===== config.mk =====
export PLATFORM = sky130hd
export DESIGN_NAME = acc_cpu
export DESIGN_NICKNAME = d
export VERILOG_FILES = /design/src/rtl/acc_cpu_pkg.sv /design/src/rtl/acc_cpu_alu.sv /design/src/rtl/acc_cpu_seq.sv /design/src/rtl/acc_cpu_dp.sv /design/src/rtl/acc_cpu.sv
export SDC_FILE = /design/constraint.sdc
export NUM_CORES = 1
export LEC_CHECK = 0
export ABC_CLOCK_PERIOD_IN_PS = 4300
export BUFFER_PORTS_ARGS = -buffer_cell sky130_fd_sc_hd__buf_4
export CAP_MARGIN = 20
export CORE_ASPECT_RATIO = 0.6
export CORE_UTILIZATION = 30
export CTS_BUF_LIST = sky130_fd_sc_hd__clkbuf_2
export DETAILED_ROUTE_END_ITERATION = 6
export HOLD_SLACK_MARGIN = 0.05
export SYNTH_ARGS = -nofsm -noshare
export SYNTH_HDL_FRONTEND = slang
export SYNTH_HIERARCHICAL = 1
export SYNTH_SLANG_ARGS = --single-unit
export TNS_END_PERCENT = 10

===== constraint.sdc =====
create_clock -name clk -period 4.3 [get_ports clk]
set_input_delay 0.215 -clock clk [delete_from_list [all_inputs] [get_ports clk]]
set_output_delay 0.215 -clock clk [all_outputs]
set_load 0.02 [all_outputs]

===== src/rtl/acc_cpu_pkg.sv =====
// Shared types for the accumulator processor: opcodes, sequencer states
// and the control word that the sequencer sends to the datapath.
// Assumes an 8-bit opcode field at the top of every instruction word.
package acc_cpu_pkg;

    localparam int OPC_W = 8;

    typedef enum logic [OPC_W-1:0] {
        OP_STOP  = 8'h00,
        OP_LOAD  = 8'h01,
        OP_STORE = 8'h02,
        OP_ADD   = 8'h03
    } opcode_e;

    typedef enum logic [3:0] {
        S_FETCH_ADDR,
        S_FETCH_REQ,
        S_FETCH_CAP,
        S_FETCH_IR,
        S_DECODE,
        S_EXEC_REQ,
        S_EXEC_CAP,
        S_EXEC_WB,
        S_NEXT,
        S_HALT
    } state_e;

    typedef struct packed {
        logic mar_pc;   // address register <- program counter
        logic mar_ir;   // address register <- instruction operand
        logic mdr_bus;  // data register <- memory read data
        logic mdr_d0;   // data register <- accumulator
        logic ir_ld;    // instruction register <- data register
        logic d0_ld;    // accumulator <- data register
        logic d0_add;   // accumulator <- accumulator + data register
        logic pc_inc;   // program counter + 1
        logic err_set;  // set the error status bit
        logic req;      // memory request
        logic we;       // memory write
    } ctl_t;

endpackage


===== src/rtl/acc_cpu_alu.sv =====
// Adder for the accumulator. It returns the wrapped sum, the carry out and
// a zero indication. Purely combinational; the operands are unsigned.
module acc_cpu_alu #(
    parameter int W = 32
) (
    input  logic [W-1:0] a,
    input  logic [W-1:0] b,
    output logic [W-1:0] sum,
    output logic         carry,
    output logic         zero
);

    // Add with one extra bit to keep the carry out.
    always_comb begin
        {carry, sum} = {1'b0, a} + {1'b0, b};
        zero = (sum == '0);
    end

endmodule


===== src/rtl/acc_cpu_seq.sv =====
// Fetch/decode/execute sequencer. Each phase takes one state, so every
// memory access goes address register -> request -> data register in
// separate cycles. Assumes read data arrives one cycle after the request.
module acc_cpu_seq
    import acc_cpu_pkg::*;
(
    input  logic             clk,
    input  logic             rst_n,
    input  logic [OPC_W-1:0] opcode,
    output ctl_t             ctl,
    output logic             halted
);

    state_e state, nxt;

    // State register with synchronous active-low reset.
    always_ff @(posedge clk) begin
        if (!rst_n) state <= S_FETCH_ADDR;
        else        state <= nxt;
    end

    // Next state and control word for the current step.
    always_comb begin
        ctl = '0;
        nxt = state;
        case (state)
            S_FETCH_ADDR: begin ctl.mar_pc = 1'b1;  nxt = S_FETCH_REQ; end
            S_FETCH_REQ:  begin ctl.req = 1'b1;     nxt = S_FETCH_CAP; end
            S_FETCH_CAP:  begin ctl.mdr_bus = 1'b1; nxt = S_FETCH_IR;  end
            S_FETCH_IR:   begin ctl.ir_ld = 1'b1;   nxt = S_DECODE;    end
            S_DECODE: begin
                case (opcode)
                    OP_LOAD, OP_ADD: begin
                        ctl.mar_ir = 1'b1;
                        nxt = S_EXEC_REQ;
                    end
                    OP_STORE: begin
                        ctl.mar_ir = 1'b1;
                        ctl.mdr_d0 = 1'b1;
                        nxt = S_EXEC_REQ;
                    end
                    OP_STOP: nxt = S_HALT;
                    default: begin
                        ctl.err_set = 1'b1;
                        nxt = S_HALT;
                    end
                endcase
            end
            S_EXEC_REQ: begin
                ctl.req = 1'b1;
                if (opcode == OP_STORE) begin
                    ctl.we = 1'b1;
                    nxt = S_NEXT;
                end else begin
                    nxt = S_EXEC_CAP;
                end
            end
            S_EXEC_CAP: begin ctl.mdr_bus = 1'b1; nxt = S_EXEC_WB; end
            S_EXEC_WB: begin
                if (opcode == OP_ADD) ctl.d0_add = 1'b1;
                else                  ctl.d0_ld  = 1'b1;
                nxt = S_NEXT;
            end
            S_NEXT:  begin ctl.pc_inc = 1'b1; nxt = S_FETCH_ADDR; end
            S_HALT:  nxt = S_HALT;
            default: nxt = S_FETCH_ADDR;
        endcase
    end

    assign halted = (state == S_HALT);

endmodule


===== src/rtl/acc_cpu_dp.sv =====
// Datapath: program counter, instruction register, memory address and
// data registers, accumulator and status register. It acts only on the
// control word; it takes no decisions of its own.
module acc_cpu_dp
    import acc_cpu_pkg::*;
#(
    parameter int ADDR_W = 24,
    parameter int DATA_W = OPC_W + ADDR_W
) (
    input  logic              clk,
    input  logic              rst_n,
    input  ctl_t              ctl,
    input  logic [DATA_W-1:0] mem_rdata,
    output logic [ADDR_W-1:0] mar,
    output logic [DATA_W-1:0] mdr,
    output logic [OPC_W-1:0]  opcode,
    output logic [2:0]        sr
);

    logic [ADDR_W-1:0] pc;
    logic [DATA_W-1:0] ir, d0, sum;
    logic              carry, zero;

    acc_cpu_alu #(.W(DATA_W)) u_alu (
        .a(d0), .b(mdr), .sum(sum), .carry(carry), .zero(zero)
    );

    // Program counter: starts at 0 and moves one word per instruction.
    always_ff @(posedge clk) begin
        if (!rst_n)          pc <= '0;
        else if (ctl.pc_inc) pc <= pc + 1'b1;
    end

    // Address register: loaded from the PC for a fetch, from the IR operand for data.
    always_ff @(posedge clk) begin
        if (!rst_n)          mar <= '0;
        else if (ctl.mar_pc) mar <= pc;
        else if (ctl.mar_ir) mar <= ir[ADDR_W-1:0];
    end

    // Data register: captures read data, or takes the accumulator for a store.
    always_ff @(posedge clk) begin
        if (!rst_n)           mdr <= '0;
        else if (ctl.mdr_bus) mdr <= mem_rdata;
        else if (ctl.mdr_d0)  mdr <= d0;
    end

    // Instruction register: held through decode and execute.
    always_ff @(posedge clk) begin
        if (!rst_n)         ir <= '0;
        else if (ctl.ir_ld) ir <= mdr;
    end

    // Accumulator: a load or an add result.
    always_ff @(posedge clk) begin
        if (!rst_n)          d0 <= '0;
        else if (ctl.d0_ld)  d0 <= mdr;
        else if (ctl.d0_add) d0 <= sum;
    end

    // Status register {error, carry, zero}: flags change only on an add.
    always_ff @(posedge clk) begin
        if (!rst_n) sr <= '0;
        else begin
            if (ctl.d0_add)  sr[1:0] <= {carry, zero};
            if (ctl.err_set) sr[2]   <= 1'b1;
        end
    end

    assign opcode = ir[DATA_W-1 -: OPC_W];

    // Assertion support: high from the second cycle after reset is released.
    logic chk_ok;
    always_ff @(posedge clk) chk_ok <= rst_n;


    req_one_cycle_chk: assert property (@(posedge clk) disable iff (!rst_n)
        ctl.req |=> !ctl.req);


    store_data_chk: assert property (@(posedge clk) disable iff (!rst_n)
        ctl.we |-> (mdr == d0 && mar == ir[ADDR_W-1:0]));


    pc_step_chk: assert property (@(posedge clk) disable iff (!rst_n || !chk_ok)
        (pc != $past(pc)) |-> (pc == $past(pc) + 1'b1));


    zero_flag_chk: assert property (@(posedge clk) disable iff (!rst_n)
        ctl.d0_add |=> (sr[0] == (d0 == '0)));


    flags_hold_chk: assert property (@(posedge clk) disable iff (!rst_n)
        (ctl.d0_ld || ctl.mdr_d0) |=> $stable(sr[1:0]));

endmodule


===== src/rtl/acc_cpu.sv =====
// Top of the accumulator processor. It joins the sequencer and the
// datapath and drives the memory bus straight from the address and data
// registers. Assumes a single-port memory with one cycle of read latency.
module acc_cpu
    import acc_cpu_pkg::*;
#(
    parameter int ADDR_W = 24
) (
    input  logic                    clk,
    input  logic                    rst_n,
    output logic [ADDR_W-1:0]       mem_addr,
    output logic                    mem_req,
    output logic                    mem_we,
    output logic [OPC_W+ADDR_W-1:0] mem_wdata,
    input  logic [OPC_W+ADDR_W-1:0] mem_rdata,
    output logic                    halted,
    output logic [2:0]              status
);

    localparam int DATA_W = OPC_W + ADDR_W;

    ctl_t             ctl;
    logic [OPC_W-1:0] opcode;

    acc_cpu_seq u_seq (
        .clk(clk), .rst_n(rst_n), .opcode(opcode), .ctl(ctl), .halted(halted)
    );

    acc_cpu_dp #(.ADDR_W(ADDR_W), .DATA_W(DATA_W)) u_dp (
        .clk(clk), .rst_n(rst_n), .ctl(ctl), .mem_rdata(mem_rdata),
        .mar(mem_addr), .mdr(mem_wdata), .opcode(opcode), .sr(status)
    );

    assign mem_req = ctl.req;
    assign mem_we  = ctl.we;


    reset_quiet_chk: assert property (@(posedge clk)
        !rst_n |=> (!mem_req && !halted && status == 3'b000));


    we_needs_req_chk: assert property (@(posedge clk) disable iff (!rst_n)
        mem_we |-> mem_req);


    halt_sticky_chk: assert property (@(posedge clk) disable iff (!rst_n)
        halted |=> (halted && !mem_req));


    err_halts_chk: assert property (@(posedge clk) disable iff (!rst_n)
        $rose(status[2]) |-> halted);

endmodule


-- Word level (Yosys, flattened, before mapping)
Index checks and enable logic that the tools add are counted.
- $add $sub $neg: 2
- eq/ne operators: 12
- mux-type cells: 24
- reduce and logical (&&, ||, !) cells: 10
- operators with widths (kind ; number):
    two-way mux 32 bit ; 4
    two-way mux 24 bit ; 2
    case mux 4 bit (9 select lines) ; 1
    adder 32 x 32 -> 33 bit ; 1
    logical NOT 32 bit ; 1
    adder 24 x 1 -> 24 bit (second input constant) ; 1
    equality test 4 x 3 -> 1 bit (second input constant) ; 4
    equality test 8 x 2 -> 1 bit (second input constant) ; 2
    two-way mux 1 bit ; 14
    equality test 4 x 2 -> 1 bit (second input constant) ; 2
    equality test 4 bit (second input constant) ; 2
    equality test 8 x 1 -> 1 bit (second input constant) ; 1
    logical NOT 8 bit ; 1
    two-way mux 4 bit ; 2
    nonzero test 2 bit ; 3
    equality test 4 x 1 -> 1 bit (second input constant) ; 1
    logical NOT 4 bit ; 1
    OR reduction 2 bit ; 2
    OR reduction 4 bit ; 1
    OR reduction 3 bit ; 1
    two-way mux 2 bit ; 1
- bits in registers: 151
- bits of input ports: 34
- output and inout port bits: 62
- logic and storage cells: 56

-- Depth between registers and ports, before layout
- depth after elaboration: 6
- mapped depth: 14
- gate-level depth less buffers: 13

-- Hierarchy
Netlist, hierarchy kept.
- by module, submodules not included (module ; times used ; cells an instance ; area each (µm²) ; seq. area each (µm²)):
    acc_cpu_dp ; 1 ; 719 ; 6236.0 ; 2942.8
    acc_cpu_alu ; 1 ; 264 ; 1849.3 ; 0.0
    acc_cpu_seq ; 1 ; 54 ; 405.4 ; 80.1

-- Least setup slack after synthesis
No wires, ideal clock.
- path type: reg-to-reg
- start: register u_dp.mdr[0]
- end: register u_dp.sr[0]
- library setup time: 0.065 ns
- data arrival time: 3.952 ns
- data required time: 4.235 ns
- setup slack: 0.283 ns
- cell stages (with the launch flop): 14
- path buffers: 0
- period minus slack after synthesis: 4.017 ns
- cells stage by stage: dfxtp_1 ha_1 fa_1 a211oi_2 nor2_1 xor2_1 or3_1 or4_1 or4_1 a2111oi_0 or4b_1 nor4b_2 mux2i_1 nor2_1
- longest elaborated chain between the ends: 2
- ends and longest elaborated chain (item ; line ; text):
    start, declared ; acc_cpu_dp.sv:15 ; output logic [DATA_W-1:0] mdr,
    start signal, assigned ; acc_cpu_dp.sv:44 ; else if (ctl.mdr_bus) mdr <= mem_rdata;
    adder 32 x 32 -> 33 bit ; acc_cpu_alu.sv:15 ; {carry, sum} = {1'b0, a} + {1'b0, b};
    net u_dp.sum[4] ; acc_cpu_dp.sv:21 ; logic [DATA_W-1:0] ir, d0, sum;
    logical NOT 32 bit ; acc_cpu_alu.sv:16 ; zero = (sum == '0);
    net u_dp.zero ; acc_cpu_dp.sv:22 ; logic carry, zero;
    end signal, assigned ; acc_cpu_dp.sv:65 ; if (ctl.d0_add) sr[1:0] <= {carry, zero};
    end, declared ; acc_cpu_dp.sv:17 ; output logic [2:0] sr
The timed path passes the listed nets, and every way through them passes these cells.
A chain may end at the register's enable or synchronous reset.

-- Final worst setup path
- start: register u_dp.d0[0]
- end: register u_dp.sr[0]
- longest elaborated chain between the ends: 2
- ends and longest elaborated chain (item ; line ; text):
    start, declared ; acc_cpu_dp.sv:21 ;
    start signal, assigned ; acc_cpu_dp.sv:57 ; else if (ctl.d0_ld) d0 <= mdr;
    start signal, assigned ; acc_cpu_dp.sv:58 ; else if (ctl.d0_add) d0 <= sum;
    adder 32 x 32 -> 33 bit ; acc_cpu_alu.sv:15 ;
    net u_dp.sum[12] ; acc_cpu_dp.sv:21 ;
    logical NOT 32 bit ; acc_cpu_alu.sv:16 ;
    net u_dp.zero ; acc_cpu_dp.sv:22 ;
The timed path passes the listed nets, and every way through them passes these cells.

==> out/results.ini <==
[synthesis]
yosys_register_bits = 151
syn_avg_cell_area_um2 = 8.188
synth_sequential_area_ratio_pct = 35.60
synth-edff-count = 0
post_syn_nets = 1105
syn-instance-count = 1037
ys_dominant_reg_cell = sky130_fd_sc_hd__dfxtp_1
yosysWarningCount = 6
synth_async_sr_flop_share_pct = 0
synthesis.area_um2 = 8491
yosysUniqueCellTypes = 68

[setup_path]
reg2reg_depth = 14
setup.worst_path.class = reg -> reg
arr_time_crit_path_ns = 4.87
worstPathRequired_ns = 5.02
critPathMaxFanout = 5
start_kind = register
crit_path_end_kind = register

[die]
placeable_core_area_um2 = 27700
initial_core_util_pct = 30.65
floorplan.rows = 47
dieArea_um2 = 29000
die_h_um = 132.3
die_width_um = 219.2
number_of_i_o_pins = 96

[power]
power.total_uw = 2576
vdd_drop_max_mv = 0.1926
total_leakage_power_uw = 0.004111
power_per_cell_area_nw_per_um2 = 252.8

[placement]
dp.final_hpwl_um = 17380
preCtsSetupSlack_ns = 0.1071
gp_congestion = 0.9055
port_buffers = 95

[final_layout]
layout.filler_cells = 2848
area_added_between_synthesis_and_finish_pct = 20.03
antenna_cells = 0
final_common_cell = sky130_fd_sc_hd__nor2_1
final_nets = 1209
commonest_non_fill_non_tap_cells_in_the_layout = sky130_fd_sc_hd__nor2_1 (249), sky130_fd_sc_hd__dfxtp_1 (150), sky130_fd_sc_hd__a21oi_1 (127)
layout-drive-gt1-share_pct = 15.26
final_util_pct = 36.79

[hold_path]
hp-class = in -> reg
number_of_cells_traversed_by_the_worst_hold_path = 4

[detailed_routing]
vias = 7668
vias_per_cell = 5.045
drt-wirelength-per-cell_um = 15.68
drcViolationCount = 0
number_of_design_rule_violations_left_by_the_first_detailed_router_iteration = 597
drt_first_pass_iters = 7
antenna_violating_nets_left = 0
drt_wl_total_um = 23840

[global_route]
global_route.usage.met1_pct = 25.14
global_route.peak_usage_layer = met1
groute.usage.overall_pct = 16.81
grt_overflow = 0
antenna_found_initial = 0
largest_net_degree_at_the_start_of_global_routing = 93
first_global_vias = 7098
wire_length_of_the_first_global_routing_pass_um = 38290
groute.layer.met2.usage_pct = 23.73
use_met3_pct = 4.683

[timing]
maxSlewHeadroom_pct = 26.66
hold_viol = 0
period_minus_slack_ns = 4.144
final.setup.worst_slack_ns = 0.1564
fmaxAchievable_mhz = 241.3
finalClockSkew_ns = 0.05003
setup_viol_count_final = 0
final_min_period_over_clock_period_pct = 96.36
timing.final.max_slew_violations = 0
tightest_slew_ns = 1.100

[cts]
clock_tree_from_tritoncts = built
root_buffer_selected_by_cts = sky130_fd_sc_hd__clkbuf_2
ctsLongestPathBuffers = 2
cts_made_buffers = 17
cts_max_level = 4
clkTransAtPathRegs_ns = 0.24
clock_sink_count = 151
clk-insertion-delay-late_ns = 0.79

[outcome]
result_of_the_run = finished, final reports clean

[flow_run]
maxcap_violations = 0

[worst max-delay path, stage by stage (launching register included)]
cell	delay, ns
sky130_fd_sc_hd__dfxtp_2	0.38
sky130_fd_sc_hd__ha_2	0.20
sky130_fd_sc_hd__fa_2	0.41
sky130_fd_sc_hd__a211oi_2	0.22
sky130_fd_sc_hd__buf_4	0.15
sky130_fd_sc_hd__o21ai_2	0.09
sky130_fd_sc_hd__a31o_4	0.26
sky130_fd_sc_hd__o211a_1	0.21
sky130_fd_sc_hd__or3_1	0.36
sky130_fd_sc_hd__or4_4	0.53
sky130_fd_sc_hd__a2111oi_4	0.33
sky130_fd_sc_hd__or4b_4	0.51
sky130_fd_sc_hd__nor4b_4	0.25
sky130_fd_sc_hd__mux2i_1	0.10
sky130_fd_sc_hd__nor2_1	0.10
[sequential cells by signal, indices dropped and copies added, names as in the netlist]
name / cells
u_dp/mdr: 32
u_seq/state: 4
u_dp/d0: 32
u_dp/mar: 24
u_dp/ir: 32
u_dp/pc: 24
u_dp/sr: 3
[Yosys cell counts (9+ instances only)]
| cell | instances | share of area [%] |
|---|---|---|
| sky130_fd_sc_hd__mux2i_1 | 123 | 15 |
| sky130_fd_sc_hd__clkbuf_1 | 33 | 1.5 |
| sky130_fd_sc_hd__xnor2_1 | 15 | 1.5 |
| sky130_fd_sc_hd__inv_1 | 14 | 0.62 |
| sky130_fd_sc_hd__nand3_1 | 18 | 1.1 |
| sky130_fd_sc_hd__nand2_1 | 35 | 1.5 |
| sky130_fd_sc_hd__xor2_1 | 18 | 1.9 |
| sky130_fd_sc_hd__buf_2 | 14 | 0.83 |
| sky130_fd_sc_hd__dfxtp_1 | 151 | 36 |
| sky130_fd_sc_hd__buf_1 | 11 | 0.49 |
| sky130_fd_sc_hd__or3_1 | 11 | 0.81 |
| sky130_fd_sc_hd__nor3_1 | 11 | 0.65 |
| sky130_fd_sc_hd__a21o_1 | 11 | 0.97 |
| sky130_fd_sc_hd__ha_1 | 33 | 4.9 |
| sky130_fd_sc_hd__nor2_1 | 250 | 11 |
| sky130_fd_sc_hd__a21oi_1 | 127 | 7.5 |
| sky130_fd_sc_hd__buf_4 | 9 | 0.80 |
| sky130_fd_sc_hd__o21ai_0 | 31 | 1.8 |
[per-layer routing]
| metal | part of all wire (%) | wire (µm) |
|---|---|---|
| met1 | 51 | 12220 |
| met2 | 41 | 9810 |
| met3 | 6.8 | 1631 |
| met4 | 0.76 | 182 |
| met5 | 0 | 0 |
[area by class of cell]
| cell class | instances | area, µm² | area share, % |
|---|---|---|---|
| clock inverter | 13 | 125.1 | 1.228 |
| inverter | 14 | 55.05 | 0.5402 |
| clock buffer | 18 | 90.09 | 0.8840 |
| timing repair buffer | 153 | 1254 | 12.30 |
| sequential | 151 | 3024 | 29.67 |
| multi-input combinational | 804 | 5184 | 50.87 |
| tap | 367 | 459.2 | 4.506 |
[final timing paths]
check	slack (ns)	to	startpoint
hold / removal	0.20	u_dp/mdr[16]	mem_rdata[16]
hold reg to reg	0.50	u_dp/sr[2]	u_dp/sr[2]
setup reg to reg	0.16	u_dp/sr[0]	u_dp/d0[0]
setup / recovery	0.16	u_dp/sr[0]	u_dp/d0[0]
[timing repair]
| item | CTS | global route |
|---|---|---|
| setup buffers | 0 | 1 |
| hold buffers | 42 | 0 |
| resized for setup | 0 | 11 |
| endpoints found under the hold margin | 69 | 0 |
| endpoints found under the setup margin | 0 | 1 |
[metrics by stage]
step	hold WS [ns]	instance area [µm²]	TNS (ns)	std cells
final	0.2023	10190	0	1520
after CTS	0.1066	10130	0	1519
after global placement	0.4424	9493	0	1446
after floorplan	0.3484	8491	0	1037
after global routing	0.1218	10190	-0.03532	1520
after detailed placement	0.4520	9493	0	1446
[power by group]
part / internal, µW / total [µW] / switching, µW
logic: 151 / 340 / 188
registers: 1420 / 1460 / 34.6
clock network: 216 / 778 / 562
total: 1790 / 2580 / 785
[kinds of logic after synthesis]
kind of cell | synth area share, %
AOI/OAI and AO/OA | 16.18
adders and majority gates | 5.099
DFF | 35.60
and+or+nand+nor | 20.90
buffers and inverters | 4.318
xor gates and xnor gates | 3.404
muxes | 14.50
Power figures use the tool's default switching activity.
